**src/rtl/rdhs_pkg.sv**
```systemverilog
package rdhs_pkg;
    typedef enum logic [1:0] {
        ST_IDLE    = 2'd0,
        ST_FETCH   = 2'd1,
        ST_PRESENT = 2'd2,
        ST_RELEASE = 2'd3
    } rdhs_state_e;
endpackage

```
**src/rtl/rdhs_sync.sv**
```systemverilog
module rdhs_sync #(
    parameter int STAGES    = 2,
    parameter bit RESET_VAL = 1'b1
) (
    input  logic clk,
    input  logic rst_n,
    input  logic async_i,
    output logic sync_o
);
    logic [STAGES-1:0] chain_q;

    generate
        if (STAGES == 1) begin : g_one
            always_ff @(posedge clk) begin
                if (!rst_n) chain_q <= {STAGES{RESET_VAL}};
                else        chain_q <= async_i;
            end
        end else begin : g_many
            always_ff @(posedge clk) begin
                if (!rst_n) chain_q <= {STAGES{RESET_VAL}};
                else        chain_q <= {chain_q[STAGES-2:0], async_i};
            end
        end
    endgenerate

    assign sync_o = chain_q[STAGES-1];
endmodule

```
**src/rtl/rdhs_stage.sv**
```systemverilog
module rdhs_stage #(
    parameter int WIDTH = 16
) (
    input  logic             clk,
    input  logic             rst_n,
    input  logic             load_i,
    input  logic [WIDTH-1:0] data_i,
    output logic [WIDTH-1:0] data_o
);
    logic [WIDTH-1:0] word_q;

    always_ff @(posedge clk) begin
        if (!rst_n)      word_q <= '0;
        else if (load_i) word_q <= data_i;
    end

    assign data_o = word_q;
endmodule

```
**src/rtl/rdhs_fsm.sv**
```systemverilog
module rdhs_fsm
    import rdhs_pkg::*;
(
    input  logic clk,
    input  logic rst_n,
    input  logic req_act_i,
    input  logic src_valid_i,
    output logic src_ready_o,
    output logic load_o,
    output logic ack_n_o
);
    rdhs_state_e state_q, state_d;
    logic        ack_n_q;

    always_comb begin
        state_d = state_q;
        unique case (state_q)
            ST_IDLE:    if (req_act_i)              state_d = ST_FETCH;
            ST_FETCH:   if (src_valid_i)            state_d = ST_PRESENT;
            ST_PRESENT: if (!req_act_i && !ack_n_q) state_d = ST_RELEASE;
            ST_RELEASE: if (ack_n_q && !req_act_i)  state_d = ST_IDLE;
            default:                                state_d = ST_IDLE;
        endcase
    end

    always_ff @(posedge clk) begin
        if (!rst_n) begin
            state_q <= ST_IDLE;
            ack_n_q <= 1'b1;
        end else begin
            state_q <= state_d;
            ack_n_q <= (state_q != ST_PRESENT);
        end
    end

    always_comb begin
        src_ready_o = (state_q == ST_FETCH);
        load_o      = src_ready_o && src_valid_i;
        ack_n_o     = ack_n_q;
    end

    AST_POP_ACK_HIGH: assert property (@(posedge clk) disable iff (!rst_n)
        (src_ready_o && src_valid_i) |-> ack_n_q) else $error("pop with ack low");
    AST_ACK_RISE_REQ_HIGH: assert property (@(posedge clk) disable iff (!rst_n)
        $rose(ack_n_q) |-> $past(!req_act_i)) else $error("ack rose without request high");
    AST_RELEASE_NO_FETCH: assert property (@(posedge clk) disable iff (!rst_n)
        (state_q == ST_RELEASE) |=> (state_q != ST_FETCH)) else $error("fetch from release");
    AST_IDLE_NO_REQ_HOLD: assert property (@(posedge clk) disable iff (!rst_n)
        (state_q == ST_IDLE && !req_act_i) |=> (state_q == ST_IDLE)) else $error("left idle without request");
endmodule

```
**src/rtl/rdhs_slave.sv**
```systemverilog
module rdhs_slave #(
    parameter int WIDTH       = 16,
    parameter int SYNC_STAGES = 2
) (
    input  logic             clk,
    input  logic             rst_n,
    input  logic             rd_req_n_i,
    output logic             ack_n_o,
    output logic [WIDTH-1:0] bus_o,
    input  logic             src_valid_i,
    output logic             src_ready_o,
    input  logic [WIDTH-1:0] src_data_i
);
    logic req_n_sync;
    logic req_act;
    logic load;

    rdhs_sync #(.STAGES(SYNC_STAGES), .RESET_VAL(1'b1)) u_sync (
        .clk    (clk),
        .rst_n  (rst_n),
        .async_i(rd_req_n_i),
        .sync_o (req_n_sync)
    );

    assign req_act = ~req_n_sync;

    rdhs_fsm u_fsm (
        .clk        (clk),
        .rst_n      (rst_n),
        .req_act_i  (req_act),
        .src_valid_i(src_valid_i),
        .src_ready_o(src_ready_o),
        .load_o     (load),
        .ack_n_o    (ack_n_o)
    );

    rdhs_stage #(.WIDTH(WIDTH)) u_stage (
        .clk   (clk),
        .rst_n (rst_n),
        .load_i(load),
        .data_i(src_data_i),
        .data_o(bus_o)
    );

    AST_DATA_SETTLED: assert property (@(posedge clk) disable iff (!rst_n)
        $fell(ack_n_o) |-> $stable(bus_o)) else $error("bus moved as ack fell");
    AST_DATA_HELD: assert property (@(posedge clk) disable iff (!rst_n)
        (!ack_n_o && $past(!ack_n_o)) |-> $stable(bus_o)) else $error("bus moved during ack");
endmodule

```
**config.mk**
```make
export PLATFORM = sky130hd
export DESIGN_NAME = rdhs_slave
export DESIGN_NICKNAME = d
export VERILOG_FILES = /design/src/rtl/rdhs_pkg.sv /design/src/rtl/rdhs_sync.sv /design/src/rtl/rdhs_stage.sv /design/src/rtl/rdhs_fsm.sv /design/src/rtl/rdhs_slave.sv
export SDC_FILE = /design/constraint.sdc
export NUM_CORES = 1
export LEC_CHECK = 0
export BUFFER_PORTS_ARGS = -buffer_cell sky130_fd_sc_hd__buf_2
export CAP_MARGIN = 20
export CORE_MARGIN = 2
export CORE_UTILIZATION = 48
export CTS_CLUSTER_DIAMETER = 200
export DETAILED_ROUTE_END_ITERATION = 10
export PLACE_DENSITY = 0.9
export RECOVER_POWER = 50
export SLEW_MARGIN = 20
export SYNTH_ARGS = -nofsm -noshare
export SYNTH_HDL_FRONTEND = slang
export SYNTH_SLANG_ARGS = --single-unit
```
**constraint.sdc**
```tcl
create_clock -name clk -period 3.01 [get_ports clk]
set_clock_uncertainty 0.2 [all_clocks]
set_input_delay 0.1505 -clock clk [delete_from_list [all_inputs] [get_ports clk]]
set_output_delay 0.1505 -clock clk [all_outputs]
set_load 0.02 [all_outputs]
```
### Yosys cells after proc, flatten, opt, wreduce, memory -nomap -nowiden

Index checks and enable logic that the tools add are counted.

| word-level totals | value |
|---|---|
| flip-flop bits (word level) | 21 |
| latch bits | 0 |
| RAM bits | 0 |
| memory bits (read-only) | 0 |
| bits of input ports | 20 |
| output and inout bits | 18 |
| word-level logic and storage cells | 23 |
| memories | 0 |

| operators by class | value |
|---|---|
| add/subtract/negate cells | 0 |
| multiply operators | 0 |
| div/mod/pow operators | 0 |
| magnitude comparators | 0 |
| eq/ne operators | 8 |
| shifts and indexed selects | 0 |
| muxes and demuxes | 5 |
| bitwise logic cells | 0 |
| reduce and logical (&&, ||, !) cells | 6 |

Operator list:

| operator | count |
|---|---|
| $mux 2 | 4 |
| $pmux 2 s4 | 1 |
| $ne 2x2->1 const B | 3 |
| $eq 2x2->1 const B | 2 |
| $ne 2x1->1 const B | 2 |
| $reduce_and 4->1 | 1 |
| $logic_and 1x1->1 | 3 |
| $eq 2x1->1 const B | 1 |
| $logic_not 2->1 | 1 |
| $logic_not 1->1 | 1 |

### Longest topological paths before layout

Gate-level depths: netlist of the first run.

| logic depth | value |
|---|---|
| depth after elaboration | 4 |
| mapped depth | 7 |

### Hierarchy

From an unflattened synthesis of the first run, not the netlist that was laid out.

| second synthesis, totals | value |
|---|---|
| cell total of the unflattened synthesis | 78 |
| area, all modules | 893.4 um^2 |

Modules (own cells, without submodules):

| module | instances | cells an instance | area each (um^2) |
|---|---|---|---|
| rdhs_stage | 1 | 51 | 615.6 |
| rdhs_fsm | 1 | 22 | 221.5 |
| rdhs_sync | 1 | 4 | 52.6 |
| rdhs_slave | 1 | 1 | 3.8 |

### Worst setup path before layout of the first run

OpenSTA, ideal clock, no wires.

| path | value |
|---|---|
| kind | reg2reg |
| start point | register u_fsm.state_q[1] |
| end point | register u_stage.word_q[5] (netlist: u_stage.data_o[5]) |
| data arrival time | 1.216 ns |
| required time | 2.692 ns |
| path slack | 1.476 ns |
| stages on the path, launching flop included | 8 |
| path buffers | 2 |
| period minus slack after synthesis | 1.534 ns |
| cells stage by stage | dfxtp_1 -> inv_1 -> ha_1 -> and2_1 -> buf_6 -> buf_12 -> nand2_1 -> a21oi_2 |

| between the ends | value |
|---|---|
| longest elaborated chain between the ends | 2 |

RTL lines:

| element | line | RTL |
|---|---|---|
| start: declaration | rdhs_fsm.sv:12 | `rdhs_state_e state_q, state_d;` |
| start signal: assignment | rdhs_fsm.sv:31 | `state_q <= state_d;` |
| $eq 2x1->1 | rdhs_fsm.sv:37 | `src_ready_o = (state_q == ST_FETCH);` |
| named net src_ready_o | rdhs_slave.sv:11 | `output logic src_ready_o,` |
| $logic_and 1x1->1 | rdhs_fsm.sv:38 | `load_o = src_ready_o && src_valid_i;` |
| end signal: assignment | rdhs_stage.sv:14 | `else if (load_i) word_q <= data_i;` |
| end: declaration | rdhs_stage.sv:10 | `logic [WIDTH-1:0] word_q;` |

The timed path passes the listed nets, and every way through them passes these cells.
A chain may end at the register's enable or synchronous reset.

### Final worst setup path of the first run

| path | value |
|---|---|
| start point | register u_fsm.state_q[1] |
| end point | register u_stage.word_q[12] (netlist: u_stage.data_o[12]) |

| between the ends | value |
|---|---|
| longest elaborated chain between the ends | 2 |

RTL lines:

| element | line |
|---|---|
| $eq 2x1->1 | rdhs_fsm.sv:37 |
| $logic_and 1x1->1 | rdhs_fsm.sv:38 |

No other way between the ends.

==> results.json, run 1 <==
{
  "fmax_mhz": 585,
  "critPathLaunchType": "flip-flop",
  "worstHoldPathType": "input pin to flip-flop",
  "layout.nets": 178,
  "worst_pin_slew_ns": 0.531,
  "antenna_left": 0,
  "cp-startpoint": "u_fsm.state_q[1]",
  "crit_required_ns": 3.05,
  "slowest_stage": "and2_1",
  "boundaryPins": 38,
  "routed_wl_um": 2130,
  "powerDensity_nw_per_um2": 581,
  "slowest_delay_ns": 0.48,
  "clk_latency_ns": 0.31,
  "yosys_warnings": 0,
  "htree_levels": 1,
  "core_area_um2": 1690,
  "area_delta_synth_final_pct": 42.3,
  "synthesis.instances": 97,
  "diodes": 0,
  "dieWidth_um": 45.9,
  "rows": 15,
  "worstPathArrival_ns": 1.75,
  "numCtsBuffers": 3,
  "fin_crit_sh_pct": 56.8,
  "grt_pass1_vias": 791,
  "crit_fanout": 16,
  "grt.total_usage_pct": 21.6,
  "grt_pass1_wl_um": 3180,
  "grt_setup_unrepaired": "false",
  "clkTransAtPathRegs_ns": 0.12,
  "relSlewSlack_pct": 64.6,
  "seq_area_frac_synth_pct": 49.9,
  "routedWlPerCell_um": 12.5,
  "outcome": "finished clean",
  "dp.cells": 147,
  "place_congestion": 0.781,
  "crit_type": "flip-flop to flip-flop",
  "ys_ff_latch": 21,
  "initialDrtViolationCount": 15,
  "min_period_ns": 1.71,
  "crit_family": "simple AND/OR/NAND/NOR gates",
  "ir_worst_vdd_mv": 0.318,
  "routed_via_density": 5.08,
  "drive_gt1_share_pct": 17.6,
  "cts_setup_buffers": 0,
  "holdCritStartpoint": "src_valid_i",
  "avgSynthCellArea_um2": 8.69,
  "cap_violations": 0,
  "fin_tns_setup_ns": 0,
  "end_kind": "flip-flop",
  "dp.final_hpwl_um": 1270,
  "overflow": 0,
  "cts.path.max_buffers": 2,
  "cts_root_buf": "clkbuf_4",
  "syn-cell-area_um2": 843,
  "synth.distinct_cells": 19,
  "grt_start_max_net_pins": 18,
  "io_buffer_count": 37,
  "first_pass_iters": 4,
  "critPathBufInv": 1,
  "hold_viol": 0,
  "fillers": 139,
  "power_leakage_nw": 0.487,
  "worstPathCellList": "inv_1 > ha_1 > and2_1 > nand2_1 > a21oi_1",
  "slew_viol_final": 0,
  "cts_tree": "yes",
  "vias": 864,
  "clock_sinks": 21,
  "fp.dieH_um": 45.9,
  "final_cells": 170,
  "layout_commonest_cell": "nand2_1",
  "r2r-start": "u_fsm.state_q[1]",
  "die-area_um2": 2110,
  "route.detailed.drc": 0,
  "syn_nets": 121,
  "grt_antenna_before_repair": 0,
  "mostFrequentLayoutCells": "nand2_1, dfxtp_1, clkbuf_1, dlygate4sd3_1, buf_2",
  "setup_viol": 0,
  "initial_utilization_pct": 49.9
}
[tightest hold or removal path, cell delays in order]
cell and delay, ns:
buf_2 0.11, nand2b_1 0.18, o2111ai_2 0.13, a21boi_2 0.06
[layer usage]
metal  share of wire (%)  GRT usage [%]  wire length [um]
met1                  40           21.3               854
met2                  51           41.7              1090
met3                 4.7           4.37                99
met4                 3.9           10.3                82
met5                   0              0                 0
[report_power, final]
part / leakage [nW] / internal [mW] / switching (mW)
logic: 0.301 / 0.0849 / 0.136
clock network: 0.0150 / 0.0518 / 0.0857
registers: 0.171 / 0.315 / 0.0226
[synthesized netlist by cell type]
library cell	instances	area share [%]
a21oi_1	15	8.9
inv_2	1	0.44
ha_1	4	5.9
a21boi_2	1	1.3
inv_1	4	1.8
a21bo_2	1	1.2
mux2i_1	1	1.2
and2b_1	1	0.89
buf_12	1	2.4
buf_4	1	0.89
a21oi_2	1	1.0
o2111ai_2	1	1.8
nand2_1	37	16
nand2b_1	3	2.2
a41oi_1	1	1.0
and2_1	1	0.74
buf_6	1	1.3
dfxtp_1	21	50
buf_2	1	0.59
[flip-flops by register name, indices dropped and copies added, names as in the netlist]
signal          count
u_fsm.ack_n_o       1
u_fsm.state_q       2
u_stage.data_o     16
u_sync.chain_q      2
[area by class of cell]
type | instances | area (um2) | share of cell area (%)
Clock buffer | 4 | 26.3 | 2.19
Multi-Input combinational cell | 67 | 360 | 30.0
Inverter | 5 | 18.8 | 1.56
Sequential cell | 21 | 420 | 35.0
Timing Repair Buffer | 56 | 353 | 29.4
Tap cell | 17 | 21.3 | 1.77
[per-stage QoR]
stage | hold WS (ns) | area, um2 | setup slack, ns | utilization, % | total power [mW]
after floorplan | 0.0195 | 843 | 1.48 | - | 0.500
after global placement | 0.133 | 1010 | 1.48 | 59.6 | 0.540
after detailed placement | 0.136 | 1010 | 1.36 | 59.6 | 0.551
after CTS | 0.175 | 1220 | 1.33 | 72.4 | 0.700
after global routing | 0.169 | 1200 | 1.13 | 71.0 | 0.739
final | 0.168 | 1200 | 1.30 | 71.0 | 0.697
[kinds of logic after synthesis]
| logic type | after synthesis | share of synthesized area [%] |
|---|---|---|
| adder cells (fa/ha/maj) | 4 | 5.93 |
| flip-flops | 21 | 49.9 |
| AND/OR/NAND/NOR | 42 | 20.3 |
| buffers and inverters | 9 | 7.42 |
| AO/OA/AOI/OAI | 20 | 15.3 |
| multiplexers | 1 | 1.19 |
[path summary, 6_finish.rpt]
path	slack (ns)	cells after the start	endpoint
max	1.30	5	u_stage.data_o[12]
min	0.17	4	u_fsm.state_q[0]
max reg2reg	1.30	5	u_stage.data_o[12]
min reg2reg	0.22	1	u_sync.chain_q[1]
[what timing repair did]
action | 4_1_cts | 5_1_grt
hold buffers | 19 | 0
gates resized for setup | 0 | 0
hold endpoints to repair | 20 | 0
setup endpoints to repair | 0 | 0
No activity file was read; power rests on OpenSTA's default activity.
==> run 2, diff against run 1 <==
- CORE_UTILIZATION: 48 -> 44
- PLACE_DENSITY: 0.9 -> 0.85
- clock period: 3.01 -> 1.6 ns (I/O delays scaled with it)
==> run 2 against run 1 <==
Effect of this change: register-to-register slack worse by 1.1 ns; final area grew 1.8%; die area is 8.3% higher; power grew 87%; clock power rose by 77%; sequential power grew 88%; critical path depth shrank 1; critical path type is now input pin to flip-flop; highest routed layer unchanged.
==> results.json, run 2 (synthesis results as in run 1) <==
{
  "fin_hold_ws_ns": 0.0751,
  "worstHoldPathType": "input pin to flip-flop",
  "power_leakage_nw": 0.493,
  "pwr-share-seq_pct": 48.6,
  "slew_viol_final": 0,
  "worst_slack_ns": 0.138,
  "internal_power_uw": 861,
  "boundaryPins": 38,
  "first_pass_iters": 4,
  "met3_usage_pct": 3.77,
  "grt_pass1_vias": 738,
  "relSlewSlack_pct": 81.2,
  "crit_type": "input pin to flip-flop",
  "fin_crit_sh_pct": 91.4,
  "use_met1_pct": 20.5,
  "grt_setup_unrepaired": "false",
  "setup_viol": 0,
  "routed_wl_um": 2080,
  "pwr-share-clk_pct": 18.7,
  "fin_util_pct": 69.2,
  "clkTransAtPathRegs_ns": 0.11,
  "p_total_mw": 1.31,
  "cts_tree": "yes",
  "io_buffer_count": 37,
  "grt_antenna_before_repair": 0,
  "routedWlPerCell_um": 11.6,
  "route.detailed.drc": 0,
  "routed_via_density": 4.61,
  "grt_start_max_net_pins": 18,
  "die-area_um2": 2280,
  "final_cells": 179,
  "grt_pass1_wl_um": 2970,
  "fillers": 164,
  "initialDrtViolationCount": 13,
  "crit_fanout": 6,
  "cts_setup_buffers": 0,
  "use_met2_pct": 34.4,
  "layout_commonest_cell": "nand2_1",
  "antenna_left": 0,
  "grt.busiest_layer": "met2",
  "switching_share_pct": 34.1,
  "worst_pin_slew_ns": 0.282,
  "place_congestion": 0.678,
  "outcome": "finished clean",
  "cts.path.max_buffers": 2,
  "htree_levels": 1,
  "slowest_delay_ns": 0.55,
  "layout.nets": 179,
  "slowest_stage": "dlygate4sd3_1",
  "worstPathArrival_ns": 1.45,
  "vias": 825,
  "place_ws_ns": -0.0630,
  "cts_root_buf": "clkbuf_4",
  "hold_viol": 0,
  "crit_required_ns": 1.59,
  "crit_family": "buffers and inverters",
  "numCtsBuffers": 3,
  "overflow": 0,
  "rows": 15,
  "cap_violations": 0,
  "worstPathCellList": "dlygate4sd3_1 > clkbuf_1 > nand2b_1 > dlygate4sd3_1",
  "grt.total_usage_pct": 19.2,
  "largest_reg_flops": 16,
  "min_period_ns": 1.46,
  "fmax_mhz": 684,
  "power.switching_uw": 445,
  "critPathLaunchType": "input pin",
  "powerDensity_nw_per_um2": 1070,
  "dp.cells": 156,
  "clk_latency_ns": 0.29,
  "area_delta_synth_final_pct": 44.8,
  "core_area_um2": 1760,
  "ir_worst_vdd_mv": 0.771,
  "critPathBufInv": 3,
  "initial_utilization_pct": 47.8,
  "critPathMostFrequentCell": "dlygate4sd3_1",
  "diodes": 0,
  "dieWidth_um": 47.8,
  "mostFrequentLayoutCells": "nand2_1, dfxtp_1, clkbuf_1, dlygate4sd3_1, buf_2",
  "end_kind": "flip-flop",
  "clock_sinks": 21,
  "pwr-share-comb_pct": 32.7,
  "drive_gt1_share_pct": 19.5,
  "fp.dieH_um": 47.8,
  "dp.final_hpwl_um": 1320
}
## run 2: cell count changes in the layout (fill, tap and decap cells not counted), sizes merged
cell	delta
buf	+1
## run 2: worst paths after layout
| check | start | endpoint | cells past startpoint | slack [ns] |
|---|---|---|---|---|
| min reg2reg | u_sync.chain_q[0] | u_sync.chain_q[1] | 1 | 0.22 |
| min | src_valid_i | u_stage.data_o[4] | 4 | 0.08 |
| max reg2reg | u_fsm.state_q[1] | u_stage.data_o[15] | 6 | 0.16 |
| max | rst_n | u_sync.chain_q[0] | 4 | 0.14 |
## run 2: layer usage
metal | up-vias | wire length [um]
met4 | 0 | 33
li1 | 424 | -
met5 | - | 0
met2 | 27 | 1120
met1 | 370 | 828
met3 | 4 | 101
## run 2: final cells by class
cell class | count | area (um2) | share of cell area (%)
clock buffers | 4 | 26.3 | 2.15
inverters | 5 | 18.8 | 1.54
multi-input cells | 67 | 363 | 29.7
flip-flops and latches | 21 | 422 | 34.5
well taps | 25 | 31.3 | 2.56
repair buffers | 57 | 360 | 29.5
## run 2: stage by stage
| step | area [um2] | TNS, ns |
|---|---|---|
| final | 1220 | 0 |
| after global routing | 1220 | 0 |
| after CTS | 1240 | 0 |
| after detailed placement | 1020 | -0.127 |
| after global placement | 1020 | 0 |
| after floorplan | 843 | 0 |
## run 2: power groups by stage
stage                     sequential, mW  combinational (mW)  clock, mW
after floorplan                    0.708               0.233          0
after global placement             0.640               0.383          0
after detailed placement           0.643               0.399          0
after CTS                          0.631               0.436      0.251
after global routing               0.641               0.470      0.278
final                              0.635               0.427      0.244
## run 2: tightest hold or removal path: cells and delay by family
kind	cells	cell delay, ns
and+or+nand+nor	2	0.29
buffers and inverters	1	0.11
AOI/OAI and AO/OA	1	0.05
## run 2: timing repair
item / CTS / global route
endpoints found under the hold margin: 20 / 0
gates resized for setup: 1 / 2
setup endpoints to repair: 16 / 6
gates cloned: 0 / 0
hold buffers: 19 / 0
